==> src/rtl/ulpi_phy_pkg.sv <==
package ulpi_phy_pkg;

    typedef enum logic [3:0] {
        S_IDLE, S_TXC, S_TXD, S_WR, S_WR_STP,
        S_RD_TURN, S_RD_DATA, S_RX_TURN, S_RX,
        S_CMD_TURN, S_CMD, S_LP_TURN, S_LP, S_BACK
    } bus_state_t;

    localparam logic [1:0] PFX_TX = 2'b01;
    localparam logic [1:0] PFX_WR = 2'b10;
    localparam logic [1:0] PFX_RD = 2'b11;

    function automatic logic [7:0] status_byte(input logic active, input logic [1:0] ls);
        return {3'b000, active, 2'b00, ls};
    endfunction

    function automatic logic [7:0] sleep_byte(input logic intr, input logic [1:0] ls);
        return {4'b0000, intr, 1'b0, ls};
    endfunction

endpackage

==> src/rtl/ulpi_regfile.sv <==
module ulpi_regfile #(
    parameter int NREG = 8,
    parameter int AW   = 6,
    parameter int DW   = 8
) (
    input  logic          clk,
    input  logic          rst_n,
    input  logic          wr_en,
    input  logic [AW-1:0] addr,
    input  logic [DW-1:0] wr_data,
    output logic [DW-1:0] rd_data
);
    logic [DW-1:0] regs [NREG];

    always_ff @(posedge clk or negedge rst_n) begin
        if (!rst_n) begin
            for (int i = 0; i < NREG; i++) regs[i] <= '0;
        end else if (wr_en) begin
            for (int i = 0; i < NREG; i++)
                if (addr == AW'(i)) regs[i] <= wr_data;
        end
    end

    always_comb begin
        rd_data = '0;
        for (int i = 0; i < NREG; i++)
            if (addr == AW'(i)) rd_data = regs[i];
    end
endmodule

==> src/rtl/ulpi_bus_fsm.sv <==
module ulpi_bus_fsm
    import ulpi_phy_pkg::*;
(
    input  logic       clk,
    input  logic       rst_n,
    input  logic [7:0] bus_in,
    input  logic       stp,
    input  logic       tx_ready,
    input  logic       rx_active,
    input  logic       rx_valid,
    input  logic [7:0] rx_byte,
    input  logic [1:0] line_state,
    input  logic       lp_en,
    input  logic       lp_int,
    input  logic [7:0] rd_data,
    output logic [7:0] cmd_q,
    output logic [7:0] bus_out,
    output logic       bus_oe,
    output logic       dir,
    output logic       nxt,
    output logic       clk_run,
    output logic       tx_valid,
    output logic       tx_last,
    output logic       tx_drop,
    output logic       wr_en
);
    bus_state_t state, state_nx;
    logic [1:0] ls_last;
    logic       ls_change;
    logic       cmd_seen;

    assign ls_change = (line_state != ls_last);
    assign cmd_seen  = !stp && (bus_in != '0) && (bus_in[7:6] != 2'b00);

    always_comb begin
        state_nx = state;
        unique case (state)
            S_IDLE: begin
                if (lp_en)          state_nx = S_LP_TURN;
                else if (rx_active) state_nx = S_RX_TURN;
                else if (ls_change) state_nx = S_CMD_TURN;
                else if (cmd_seen)  state_nx = S_TXC;
            end
            S_TXC: begin
                if (rx_active)     state_nx = S_RX_TURN;
                else if (stp)      state_nx = S_IDLE;
                else if (tx_ready) begin
                    unique case (cmd_q[7:6])
                        PFX_TX:  state_nx = S_TXD;
                        PFX_WR:  state_nx = S_WR;
                        PFX_RD:  state_nx = S_RD_TURN;
                        default: state_nx = S_IDLE;
                    endcase
                end
            end
            S_TXD, S_WR_STP: begin
                if (rx_active) state_nx = S_RX_TURN;
                else if (stp)  state_nx = S_IDLE;
            end
            S_WR: begin
                if (rx_active) state_nx = S_RX_TURN;
                else if (stp)  state_nx = S_IDLE;
                else           state_nx = S_WR_STP;
            end
            S_RD_TURN:  state_nx = S_RD_DATA;
            S_RD_DATA:  state_nx = S_BACK;
            S_RX_TURN:  state_nx = S_RX;
            S_RX:       if (!rx_active) state_nx = S_BACK;
            S_CMD_TURN: state_nx = S_CMD;
            S_CMD:      state_nx = S_BACK;
            S_LP_TURN:  state_nx = S_LP;
            S_LP:       if (!lp_en) state_nx = S_BACK;
            S_BACK:     state_nx = S_IDLE;
        endcase
    end

    always_ff @(posedge clk or negedge rst_n) begin
        if (!rst_n) begin
            state   <= S_IDLE;
            cmd_q   <= '0;
            ls_last <= '0;
        end else begin
            state <= state_nx;
            if (state == S_IDLE && state_nx == S_TXC) cmd_q <= bus_in;
            if (state == S_CMD || (state == S_RX && !rx_valid)) ls_last <= line_state;
        end
    end

    always_comb begin
        dir      = 1'b0;
        nxt      = 1'b0;
        bus_oe   = 1'b0;
        bus_out  = '0;
        clk_run  = 1'b1;
        tx_valid = 1'b0;
        tx_last  = 1'b0;
        tx_drop  = 1'b0;
        wr_en    = 1'b0;
        unique case (state)
            S_IDLE, S_BACK: ;
            S_TXC: begin
                nxt     = tx_ready;
                tx_drop = rx_active;
            end
            S_TXD: begin
                nxt      = tx_ready;
                tx_drop  = rx_active;
                tx_valid = tx_ready && !stp && !rx_active;
                tx_last  = stp && !rx_active;
            end
            S_WR: begin
                nxt     = 1'b1;
                tx_drop = rx_active;
                wr_en   = !stp && !rx_active;
            end
            S_WR_STP: tx_drop = rx_active;
            S_RD_TURN, S_CMD_TURN, S_LP_TURN: dir = 1'b1;
            S_RD_DATA: begin
                dir     = 1'b1;
                bus_oe  = 1'b1;
                bus_out = rd_data;
            end
            S_RX_TURN: begin
                dir = 1'b1;
                nxt = 1'b1;
            end
            S_RX: begin
                dir    = 1'b1;
                bus_oe = 1'b1;
                if (rx_valid) begin
                    nxt     = 1'b1;
                    bus_out = rx_byte;
                end else begin
                    bus_out = status_byte(rx_active, line_state);
                end
            end
            S_CMD: begin
                dir     = 1'b1;
                bus_oe  = 1'b1;
                bus_out = status_byte(rx_active, line_state);
            end
            S_LP: begin
                dir     = 1'b1;
                bus_oe  = 1'b1;
                clk_run = 1'b0;
                bus_out = sleep_byte(lp_int, line_state);
            end
        endcase
    end
endmodule

==> src/rtl/ulpi_phy_port.sv <==
module ulpi_phy_port #(
    parameter int NREG = 8
) (
    input  logic       clk,
    input  logic       rst_n,
    input  logic [7:0] bus_in,
    output logic [7:0] bus_out,
    output logic       bus_oe,
    output logic       dir,
    output logic       nxt,
    input  logic       stp,
    input  logic       tx_ready,
    output logic [3:0] tx_pid,
    output logic [7:0] tx_byte,
    output logic       tx_valid,
    output logic       tx_last,
    output logic       tx_drop,
    input  logic       rx_active,
    input  logic       rx_valid,
    input  logic [7:0] rx_byte,
    input  logic [1:0] line_state,
    input  logic       lp_en,
    input  logic       lp_int,
    output logic       clk_run
);
    localparam int AW = 6;

    logic [7:0] cmd_q;
    logic [7:0] rd_data;
    logic       wr_en;

    ulpi_bus_fsm u_fsm (
        .clk(clk), .rst_n(rst_n), .bus_in(bus_in), .stp(stp),
        .tx_ready(tx_ready), .rx_active(rx_active), .rx_valid(rx_valid),
        .rx_byte(rx_byte), .line_state(line_state), .lp_en(lp_en),
        .lp_int(lp_int), .rd_data(rd_data), .cmd_q(cmd_q),
        .bus_out(bus_out), .bus_oe(bus_oe), .dir(dir), .nxt(nxt),
        .clk_run(clk_run), .tx_valid(tx_valid), .tx_last(tx_last),
        .tx_drop(tx_drop), .wr_en(wr_en)
    );

    ulpi_regfile #(.NREG(NREG), .AW(AW), .DW(8)) u_regs (
        .clk(clk), .rst_n(rst_n), .wr_en(wr_en),
        .addr(cmd_q[AW-1:0]), .wr_data(bus_in), .rd_data(rd_data)
    );

    assign tx_pid  = cmd_q[3:0];
    assign tx_byte = bus_in;
endmodule

==> config.mk <==
export PLATFORM = sky130hd
export DESIGN_NAME = ulpi_phy_port
export DESIGN_NICKNAME = d
export VERILOG_FILES = /design/src/rtl/ulpi_phy_pkg.sv /design/src/rtl/ulpi_regfile.sv /design/src/rtl/ulpi_bus_fsm.sv /design/src/rtl/ulpi_phy_port.sv
export SDC_FILE = /design/constraint.sdc
export NUM_CORES = 1
export LEC_CHECK = 0
export ABC_CLOCK_PERIOD_IN_PS = 6500
export BUFFER_PORTS_ARGS = -buffer_cell sky130_fd_sc_hd__clkbuf_2
export CAP_MARGIN = 20
export CELL_PAD_IN_SITES_DETAIL_PLACEMENT = 0
export CELL_PAD_IN_SITES_GLOBAL_PLACEMENT = 2
export CORE_MARGIN = 4
export CORE_UTILIZATION = 25
export DETAILED_ROUTE_END_ITERATION = 8
export GPL_TIMING_DRIVEN = 1
export MAX_ROUTING_LAYER = met4
export PLACE_DENSITY = 0.51
export SYNTH_ARGS = -nofsm -noshare
export SYNTH_HDL_FRONTEND = slang
export SYNTH_SLANG_ARGS = --single-unit
export TNS_END_PERCENT = 5
==> constraint.sdc <==
create_clock -name clk -period 6.5 [get_ports clk]
set_clock_uncertainty 0.05 [all_clocks]
set_input_delay 0.325 -clock clk [delete_from_list [all_inputs] [get_ports clk]]
set_output_delay 0.325 -clock clk [all_outputs]
set_load 0.02 [all_outputs]
==> results of run 1 <==
-- cells by family (layout without fill, tap and decap cells) --
| group | after synthesis | in the layout | synth area share, % |
|---|---|---|---|
| XOR/XNOR | 4 | 4 | 0.857 |
| flip-flops | 78 | 78 | 47.8 |
| AND/OR/NAND/NOR | 66 | 66 | 9.06 |
| AO/OA/AOI/OAI | 50 | 50 | 8.05 |
| buffers and inverters | 33 | 78 | 4.29 |
| multiplexers | 91 | 91 | 29.1 |
| adder cells (fa/ha/maj) | 3 | 3 | 0.857 |
-- layout by cell type (no fill, tap or decap), types with 3 or more instances in the layout --
cell type and instances:
nor2_2 3, mux4_2 15, clkbuf_16 9, clkbuf_2 51, nor2b_1 3, o21ai_0 14, nor4_1 3, mux2_2 73
nor2_1 13, nand2b_1 3, nand3_1 5, o211ai_1 3, inv_1 4, buf_4 5, nand2_1 19, a21oi_1 9
dfrtp_1 78, a22oi_1 10
-- repair_timing --
item / in CTS / in global routing
hold buffers: 0 / 1
hold endpoints to repair: 0 / 28
endpoints found under the setup margin: 0 / 0
-- state kept, by name, indices dropped and copies added, names as in the netlist --
name           cells
u_regs.regs       64
u_fsm.cmd_q        8
u_fsm.state        4
u_fsm.ls_last      2
-- stage by stage --
| stage | std cells | hold slack (ns) | utilization, % | setup slack, ns | instance area (um2) |
|---|---|---|---|---|---|
| after floorplan | 325 | -0.0206 | - | 4.17 | 4090 |
| after global placement | 569 | 0.433 | 28.2 | 3.51 | 4500 |
| after detailed placement | 569 | 0.439 | 28.2 | 3.53 | 4500 |
| after CTS | 584 | 0.169 | 30.3 | 3.26 | 4820 |
| after global routing | 586 | 0.225 | 30.5 | 3.16 | 4860 |
| final | 586 | 0.225 | 30.5 | 3.32 | 4860 |
-- worst max-delay path by stage --
stage	start	endpoint	slack [ns]	cells after the start
2_1_floorplan	u_fsm.cmd_q[0]$_DFFE_PN0P_	bus_out[5]	4.17	6
3_3_place_gp	u_fsm.state[2]$_DFF_PN0_	u_regs.regs[33]$_DFFE_PN0P_	3.51	6
3_5_place_dp	u_fsm.state[2]$_DFF_PN0_	u_regs.regs[33]$_DFFE_PN0P_	3.53	6
4_1_cts	u_fsm.cmd_q[0]$_DFFE_PN0P_	bus_out[4]	3.26	5
5_1_grt	u_fsm.cmd_q[0]$_DFFE_PN0P_	bus_out[4]	3.16	5
6_report	u_fsm.cmd_q[0]$_DFFE_PN0P_	bus_out[4]	3.32	5
-- cell type report --
cell class | count | area (um2)
inverters | 5 | 18.8
clock inverters | 4 | 70.1
repair buffers | 58 | 330
flip-flops and latches | 78 | 1950
fillers | 1676 | 11100
multi-input cells | 214 | 1970
well taps | 216 | 270
clock buffers | 11 | 253
-- metal layers --
| layer | GRT usage, % | vias to the layer above |
|---|---|---|
| met2 | 21.4 | 31 |
| li1 | - | 1282 |
| met4 | 4.70 | 0 |
| met1 | 16.8 | 1422 |
| met5 | - | - |
| met3 | 1.63 | 14 |
-- where the power goes --
group	total (mW)	internal (mW)	leakage, nW	switching (mW)
registers	0.672	0.555	1.06	0.118
logic	0.562	0.242	1.00	0.320
clock network	0.548	0.354	0.161	0.194
==> flow_summary.yaml, run 1 <==
outcome:
  status: "completed"
timing:
  max-slew-margin-rel_pct: 44.8
  rsz0062_at_grt: "false"
  final-max-slew-violation-count: 0
  fin_crit_sh_pct: 48.9
  worstMarginPinSlew_ns: 0.825
  setup-violations-final: 0
  tns_ns: 0
  period_minus_slack_ns: 3.18
  clock.fmax_mhz: 314
  timing.final.hold_violations: 0
cts:
  numCtsBuffers: 9
  clock_sink_count: 78
  htreeDepth: 3
  ctsResizeCount: 0
  clk_pin_slew_ns: 0.06
  cts_tree: "done"
  clk_latency_ns: 0.34
  post_cts_buffers: 0
  cts_root_buf: "clkbuf_16"
  cts_buffer_depth: 2
drt:
  wire_per_inst_um: 19.0
  antenna_left: 0
  drt-total-wl_um: 11100
  vias: 2749
  drt_first_pass_iters: 4
  via_per_inst: 4.69
  drt-met1-wl_um: 5180
  drt-initial-drc-count: 90
  drc: 0
  dr_wl_met3_um: 233
  topRoutingLayerUsed: "met4"
  dr_wl_met2_um: 5510
setup_path:
  r2r_slack_ns: 3.53
  end_kind: "output port"
  r2r_end: "u_regs.regs[37]$_DFFE_PN0P_"
  cpMaxStageDelayCell: "dfrtp_1"
  reg2reg_from: "u_fsm.state[2]$_DFF_PN0_"
  critical-path-max-stage-delay_ns: 0.79
  r2r_cells: 6
  cp.arrival_ns: 2.81
  path_class: "flop to output port"
  critPathMaxFanout: 14
  path_delay_family: "flip-flops"
  crit_buf_inv: 2
  cp-start-kind: "flop"
  worstPathCellList: "buf_4 > mux4_2 > a22oi_1 > o221ai_1 > clkbuf_2"
  required_ns: 6.12
place:
  gp_congestion: 0.740
  place_hpwl_um: 7400
  io_buffer_count: 52
hold_path:
  min_from: "line_state[1]"
  hp-class: "primary input to flop"
  holdPathEnd: "u_fsm.ls_last[1]$_DFFE_PN0P_"
  hold_depth: 2
synth:
  ys_ff_latch: 78
  synth_cells: 325
  synth_edf_count: 0
  synth_cell_types: 50
  async_flop_share_pct: 100
  postSynthAreaPerCell_um2: 12.6
  syn_area_mm2: 0.00409
  netlist_top_cells_area: "dfrtp_1, mux2_2, mux4_2"
  synth_top_area_cell: "dfrtp_1"
  synthTopCellsByCount: "dfrtp_1, mux2_2, nand2_1"
  ys_seq_area_share_pct: 47.8
  yosys_warnings: 0
  synth_nets: 353
  synthFlopType: "dfrtp_1"
  yosys.area.top_type_share_pct: 47.8
  synth.most_common_cell: "dfrtp_1"
die:
  chipWidth_um: 136
  row_count: 46
  start_util_pct: 25.6
  io_pins: 53
  fp.dieH_um: 136
  die_area_mm2: 0.0185
  core-area_mm2: 0.0159
grt:
  grt_overflow_total: 0
  grt_max_degree: 79
  grt_pass1_wl_um: 17400
  grt_pass1_vias: 2943
  grt.total_usage_pct: 13.1
  antenna_found_initial: 0
power:
  total_power_mw: 1.78
  max-vdd-ir-drop_v: 0.000129
  powerDensity_mw_per_mm2: 367
  p_leak_nw: 2.22
cells_and_area:
  diodes: 0
  area_growth_pct: 18.9
  nets: 394
  drive_gt1_share_pct: 46.2
flow_run:
  cap_violations: 0
(Power assumes the default switching activity.)
==> run 2, diff against run 1 <==
--- a/config.mk
+++ b/config.mk
@@ -5,7 +5,7 @@
 export SDC_FILE = /design/constraint.sdc
 export NUM_CORES = 1
 export LEC_CHECK = 0
-export ABC_CLOCK_PERIOD_IN_PS = 6500
+export ABC_CLOCK_PERIOD_IN_PS = 3000
 export BUFFER_PORTS_ARGS = -buffer_cell sky130_fd_sc_hd__clkbuf_2
 export CAP_MARGIN = 20
 export CELL_PAD_IN_SITES_DETAIL_PLACEMENT = 0
==> constraint.sdc (replaced) <==
create_clock -name clk -period 3 [get_ports clk]
set_clock_uncertainty 0.05 [all_clocks]
set_input_delay 0.15 -clock clk [delete_from_list [all_inputs] [get_ports clk]]
set_output_delay 0.15 -clock clk [all_outputs]
set_load 0.02 [all_outputs]
==> flow_summary.yaml, run 2 (synthesized netlist as in run 1, its figures left out) <==
setup_path:
  cp-start-kind: "flop"
  end_kind: "output port"
  cp.arrival_ns: 2.42
  path_class: "flop to output port"
  critPathMaxFanout: 12
  required_ns: 2.80
cells_and_area:
  largestRegisters: "u_regs.regs x64, u_fsm.cmd_q x8, u_fsm.state x4"
  layout_commonest_cell: "dfrtp_1"
  design_area_mm2: 0.00493
  drive_gt1_share_pct: 47.5
  fin_util_pct: 30.9
  largest_register_ffs: 64
  final_cell_mix: "dfrtp_1, mux2_2, clkbuf_2"
  diodes: 0
  fin_cells: 599
  area_growth_pct: 20.7
  nets: 408
  regMostFlops: "u_regs.regs"
place:
  io_buffer_count: 52
  place_hpwl_um: 7960
  dpl_cell_area_mm2: 0.00461
  gp_congestion: 0.799
  dp_worst_setup_slack_ns: 0.381
  dp.cells: 583
timing:
  timing.final.hold_violations: 0
  period_minus_slack_ns: 2.62
  clock.fmax_mhz: 382
  holdWs_ns: 0.0451
  setup_ws_ns: 0.383
  rsz0062_at_grt: "false"
  setup-violations-final: 0
  fin_crit_sh_pct: 87.2
  worstMarginPinSlew_ns: 0.622
  tns_ns: 0
  final-max-slew-violation-count: 0
  max-slew-margin-rel_pct: 58.5
die:
  io_pins: 53
  die_area_mm2: 0.0185
  row_count: 46
  start_util_pct: 25.6
  chipWidth_um: 136
  core-area_mm2: 0.0159
  fp.dieH_um: 136
grt:
  antenna_found_initial: 0
  grt_pass1_vias: 3041
  grt_pass1_wl_um: 17900
  grt_overflow_total: 0
  met2_usage_pct: 22.0
  grt_max_degree: 79
  use_met3_pct: 2.07
  busiest_layer: "met2"
  met1_usage_pct: 16.4
  grt.total_usage_pct: 13.4
cts:
  numCtsBuffers: 9
  cts_tree: "done"
  ctsResizeCount: 0
  clk_pin_slew_ns: 0.06
  htreeDepth: 3
  clock_sink_count: 78
  clk_latency_ns: 0.33
  cts_root_buf: "clkbuf_16"
  cts_buffer_depth: 2
power:
  total_power_mw: 3.86
  powerDensity_mw_per_mm2: 782
  p_leak_nw: 2.27
  max-vdd-ir-drop_v: 0.000252
outcome:
  status: "completed"
drt:
  drt-total-wl_um: 11400
  drc: 0
  drt_first_pass_iters: 4
  vias: 2827
  via_per_inst: 4.72
  antenna_left: 0
  drt-initial-drc-count: 91
  wire_per_inst_um: 19.0
hold_path:
  hp-class: "primary input to flop"
flow_run:
  cap_violations: 0
## run 2: what timing repair did
item | CTS | global route
buffers inserted | 0 | 0
endpoints found under the hold margin | 13 | 0
hold buffers | 1 | 0
## run 2: worst paths after layout
check                           depth (start not counted)  slack (ns)                           end                   startpoint
worst min-delay path                                    2        0.05  u_fsm.ls_last[1]$_DFFE_PN0P_                line_state[1]
worst min register to register                          1        0.45   u_regs.regs[40]$_DFFE_PN0P_  u_regs.regs[40]$_DFFE_PN0P_
worst max-delay path                                    5        0.38                    bus_out[3]   u_fsm.cmd_q[0]$_DFFE_PN0P_
max in group asynchronous                               3        2.17    u_regs.regs[9]$_DFFE_PN0P_                        rst_n
worst max register to register                          6        0.41    u_regs.regs[5]$_DFFE_PN0P_     u_fsm.state[3]$_DFF_PN0_
min in group asynchronous                               2        0.14   u_regs.regs[53]$_DFFE_PN0P_                        rst_n
## run 2: final cells by class
type,instances,area (um2)
fill,1640,11000
multi-input combinational,214,1970
sequential,78,1950
timing repair buffer,72,435
tap,216,270
clock buffer,13,260
clock inverter,1,30.0
inverter,5,18.8
## run 2: power breakdown
| part | total, mW | leakage, nW | internal [mW] | switching, mW |
|---|---|---|---|---|
| logic | 1.40 | 1.07 | 0.595 | 0.803 |
| clock network | 1.09 | 0.142 | 0.681 | 0.408 |
| registers | 1.37 | 1.06 | 1.20 | 0.168 |
## run 2: metal layers
metal | up-vias | wire length (um)
li1 | 1313 | -
met1 | 1425 | 4960
met2 | 64 | 5620
met3 | 25 | 441
met4 | 0 | 341
met5 | - | 0
## run 2: worst max-delay path: stages (launching register included)
cell and delay (ns):
dfrtp_1 0.65, buf_4 0.32, mux4_2 0.52, a22oi_1 0.25
o221ai_1 0.17, clkbuf_2 0.18
==> run 3, diff against run 2 <==
--- a/config.mk
+++ b/config.mk
@@ -15,7 +15,7 @@
 export DETAILED_ROUTE_END_ITERATION = 8
 export GPL_TIMING_DRIVEN = 1
 export MAX_ROUTING_LAYER = met4
-export PLACE_DENSITY = 0.51
+export PLACE_DENSITY = 0.56
 export SYNTH_ARGS = -nofsm -noshare
 export SYNTH_HDL_FRONTEND = slang
 export SYNTH_SLANG_ARGS = --single-unit
==> flow_summary.yaml, run 3 (synthesized netlist as in run 1, its figures left out) <==
outcome:
  status: "completed"
setup_path:
  cp-start-kind: "flop"
  cp.arrival_ns: 2.84
  path_depth: 5
  crit_buf_inv: 1
  reg2reg_from: "u_fsm.state[1]$_DFF_PN0_"
  worstPathCellList: "inv_2 > nor4_1 > nand2_1 > nor2_2 > mux2_2"
  r2r_end: "u_regs.regs[37]$_DFFE_PN0P_"
  path_delay_family: "simple AND/OR/NAND/NOR gates"
  critPathLaunch: "u_fsm.state[1]$_DFF_PN0_"
  critPathMaxFanout: 16
  r2r_cells: 5
  path_class: "flop to flop"
  required_ns: 3.16
  critical-path-max-stage-delay_ns: 0.64
  r2r_slack_ns: 0.33
  critical_path.endpoint: "u_regs.regs[37]$_DFFE_PN0P_"
  end_kind: "flop"
  cpMaxStageDelayCell: "dfrtp_1"
power:
  total_power_mw: 3.97
  p_leak_nw: 2.28
  max-vdd-ir-drop_v: 0.000276
  powerDensity_mw_per_mm2: 797
grt:
  antenna_found_initial: 1
  grt.total_usage_pct: 12.9
  grt_pass1_vias: 3024
  grt_pass1_wl_um: 17400
  grt_max_degree: 79
  grt_overflow_total: 0
hold_path:
  hp-class: "primary input to flop"
timing:
  holdWs_ns: 0.0569
  max-slew-margin-rel_pct: 56.4
  clock.fmax_mhz: 374
  period_minus_slack_ns: 2.67
  timing.final.hold_violations: 0
  worstMarginPinSlew_ns: 0.654
  fin_crit_sh_pct: 89.0
  tns_ns: 0
  final-max-slew-violation-count: 0
  rsz0062_at_grt: "false"
  setup_ws_ns: 0.329
  setup-violations-final: 0
cts:
  ctsResizeCount: 0
  cts_tree: "done"
  clk_latency_ns: 0.34
  htreeDepth: 3
  clock_sink_count: 78
  numCtsBuffers: 9
  cts_buffer_depth: 2
  post_cts_buffers: 0
  clk_pin_slew_ns: 0.07
  cts_root_buf: "clkbuf_16"
  ctsHoldBuffers: 1
drt:
  via_per_inst: 4.74
  vias: 2847
  drt-initial-drc-count: 110
  drt-total-wl_um: 11100
  drc: 0
  antenna_left: 0
  drt_first_pass_iters: 4
  wire_per_inst_um: 18.5
cells_and_area:
  drive_gt1_share_pct: 48.2
  largestRegisters: "u_regs.regs x64, u_fsm.cmd_q x8, u_fsm.state x4"
  area_growth_pct: 21.6
  regMostFlops: "u_regs.regs"
  layout_commonest_cell: "dfrtp_1"
  fillers: 1640
  final_cell_mix: "dfrtp_1, mux2_2, clkbuf_2"
  largest_register_ffs: 64
  nets: 407
  fin_cells: 601
place:
  dp.cells: 582
  place_hpwl_um: 7760
  dp_worst_setup_slack_ns: 0.300
  io_buffer_count: 52
  gp_congestion: 0.816
flow_run:
  cap_violations: 0
die:
  core-area_mm2: 0.0159
  chipWidth_um: 136
  row_count: 46
  die_area_mm2: 0.0185
  io_pins: 53
  start_util_pct: 25.6
  fp.dieH_um: 136
==> run 3: cell types whose count changed in the layout (fill, tap and decap cells not counted) <==
| cell | delta |
|---|---|
| buf_4 | -1 |
| clkbuf_1 | -2 |
| clkbuf_8 | -1 |
| diode_2 | +1 |
| clkinv_4 | +4 |
| bufinv_16 | +1 |
==> run 3: worst reg2reg max path: cells and delay by family, from the launching register on <==
family	cells	cell delay (ns)
buffers and inverters	1	0.14
flip-flops	1	0.64
multiplexers	1	0.41
AND/OR/NAND/NOR	3	1.31
==> run 3: area by class of cell <==
class,instances,area [um2],area share [%]
multi-input cells,214,1970,39.6
flip-flops and latches,78,1950,39.3
repair buffers,71,428,8.61
well taps,216,270,5.44
clock buffers,10,239,4.81
clock inverters,6,95.1,1.91
inverters,5,18.8,0.377
diodes,1,2.50,0.0503
==> run 3: routing by layer <==
metal | vias to the layer above | global-route usage [%] | wire, um
met1 | 1467 | 15.5 | 4950
met3 | 12 | 2.89 | 366
met4 | 0 | 3.42 | 132
met5 | - | - | 0
met2 | 43 | 21.9 | 5660
li1 | 1325 | - | -
==> run 3: power breakdown <==
part           internal, mW  leakage [nW]  switching [mW]
clock network         0.757         0.163           0.454
registers              1.20          1.06           0.193
logic                 0.586          1.06           0.772
total                  2.55          2.28            1.42
==> run 3: metrics by stage <==
stage          util, %  cell area (um2)
2_1_floorplan        -             4090
3_3_place_gp      28.8             4600
3_5_place_dp      28.8             4600
4_1_cts           31.0             4940
5_1_grt           31.2             4970
6_report          31.2             4970
==> run 3: worst min-delay path by stage <==
| stage | start | endpoint | slack (ns) | depth (start not counted) |
|---|---|---|---|---|
| global placement | rst_n | u_regs.regs[42]$_DFFE_PN0P_ | 0.34 | 1 |
| finish | line_state[1] | u_fsm.ls_last[1]$_DFFE_PN0P_ | 0.06 | 2 |
| CTS | line_state[1] | u_fsm.ls_last[1]$_DFFE_PN0P_ | 0.05 | 2 |
| floorplan | rst_n | u_fsm.cmd_q[0]$_DFFE_PN0P_ | -0.20 | 0 |
| detailed placement | rst_n | u_regs.regs[34]$_DFFE_PN0P_ | 0.34 | 1 |
| global route | line_state[1] | u_fsm.ls_last[1]$_DFFE_PN0P_ | 0.07 | 2 |
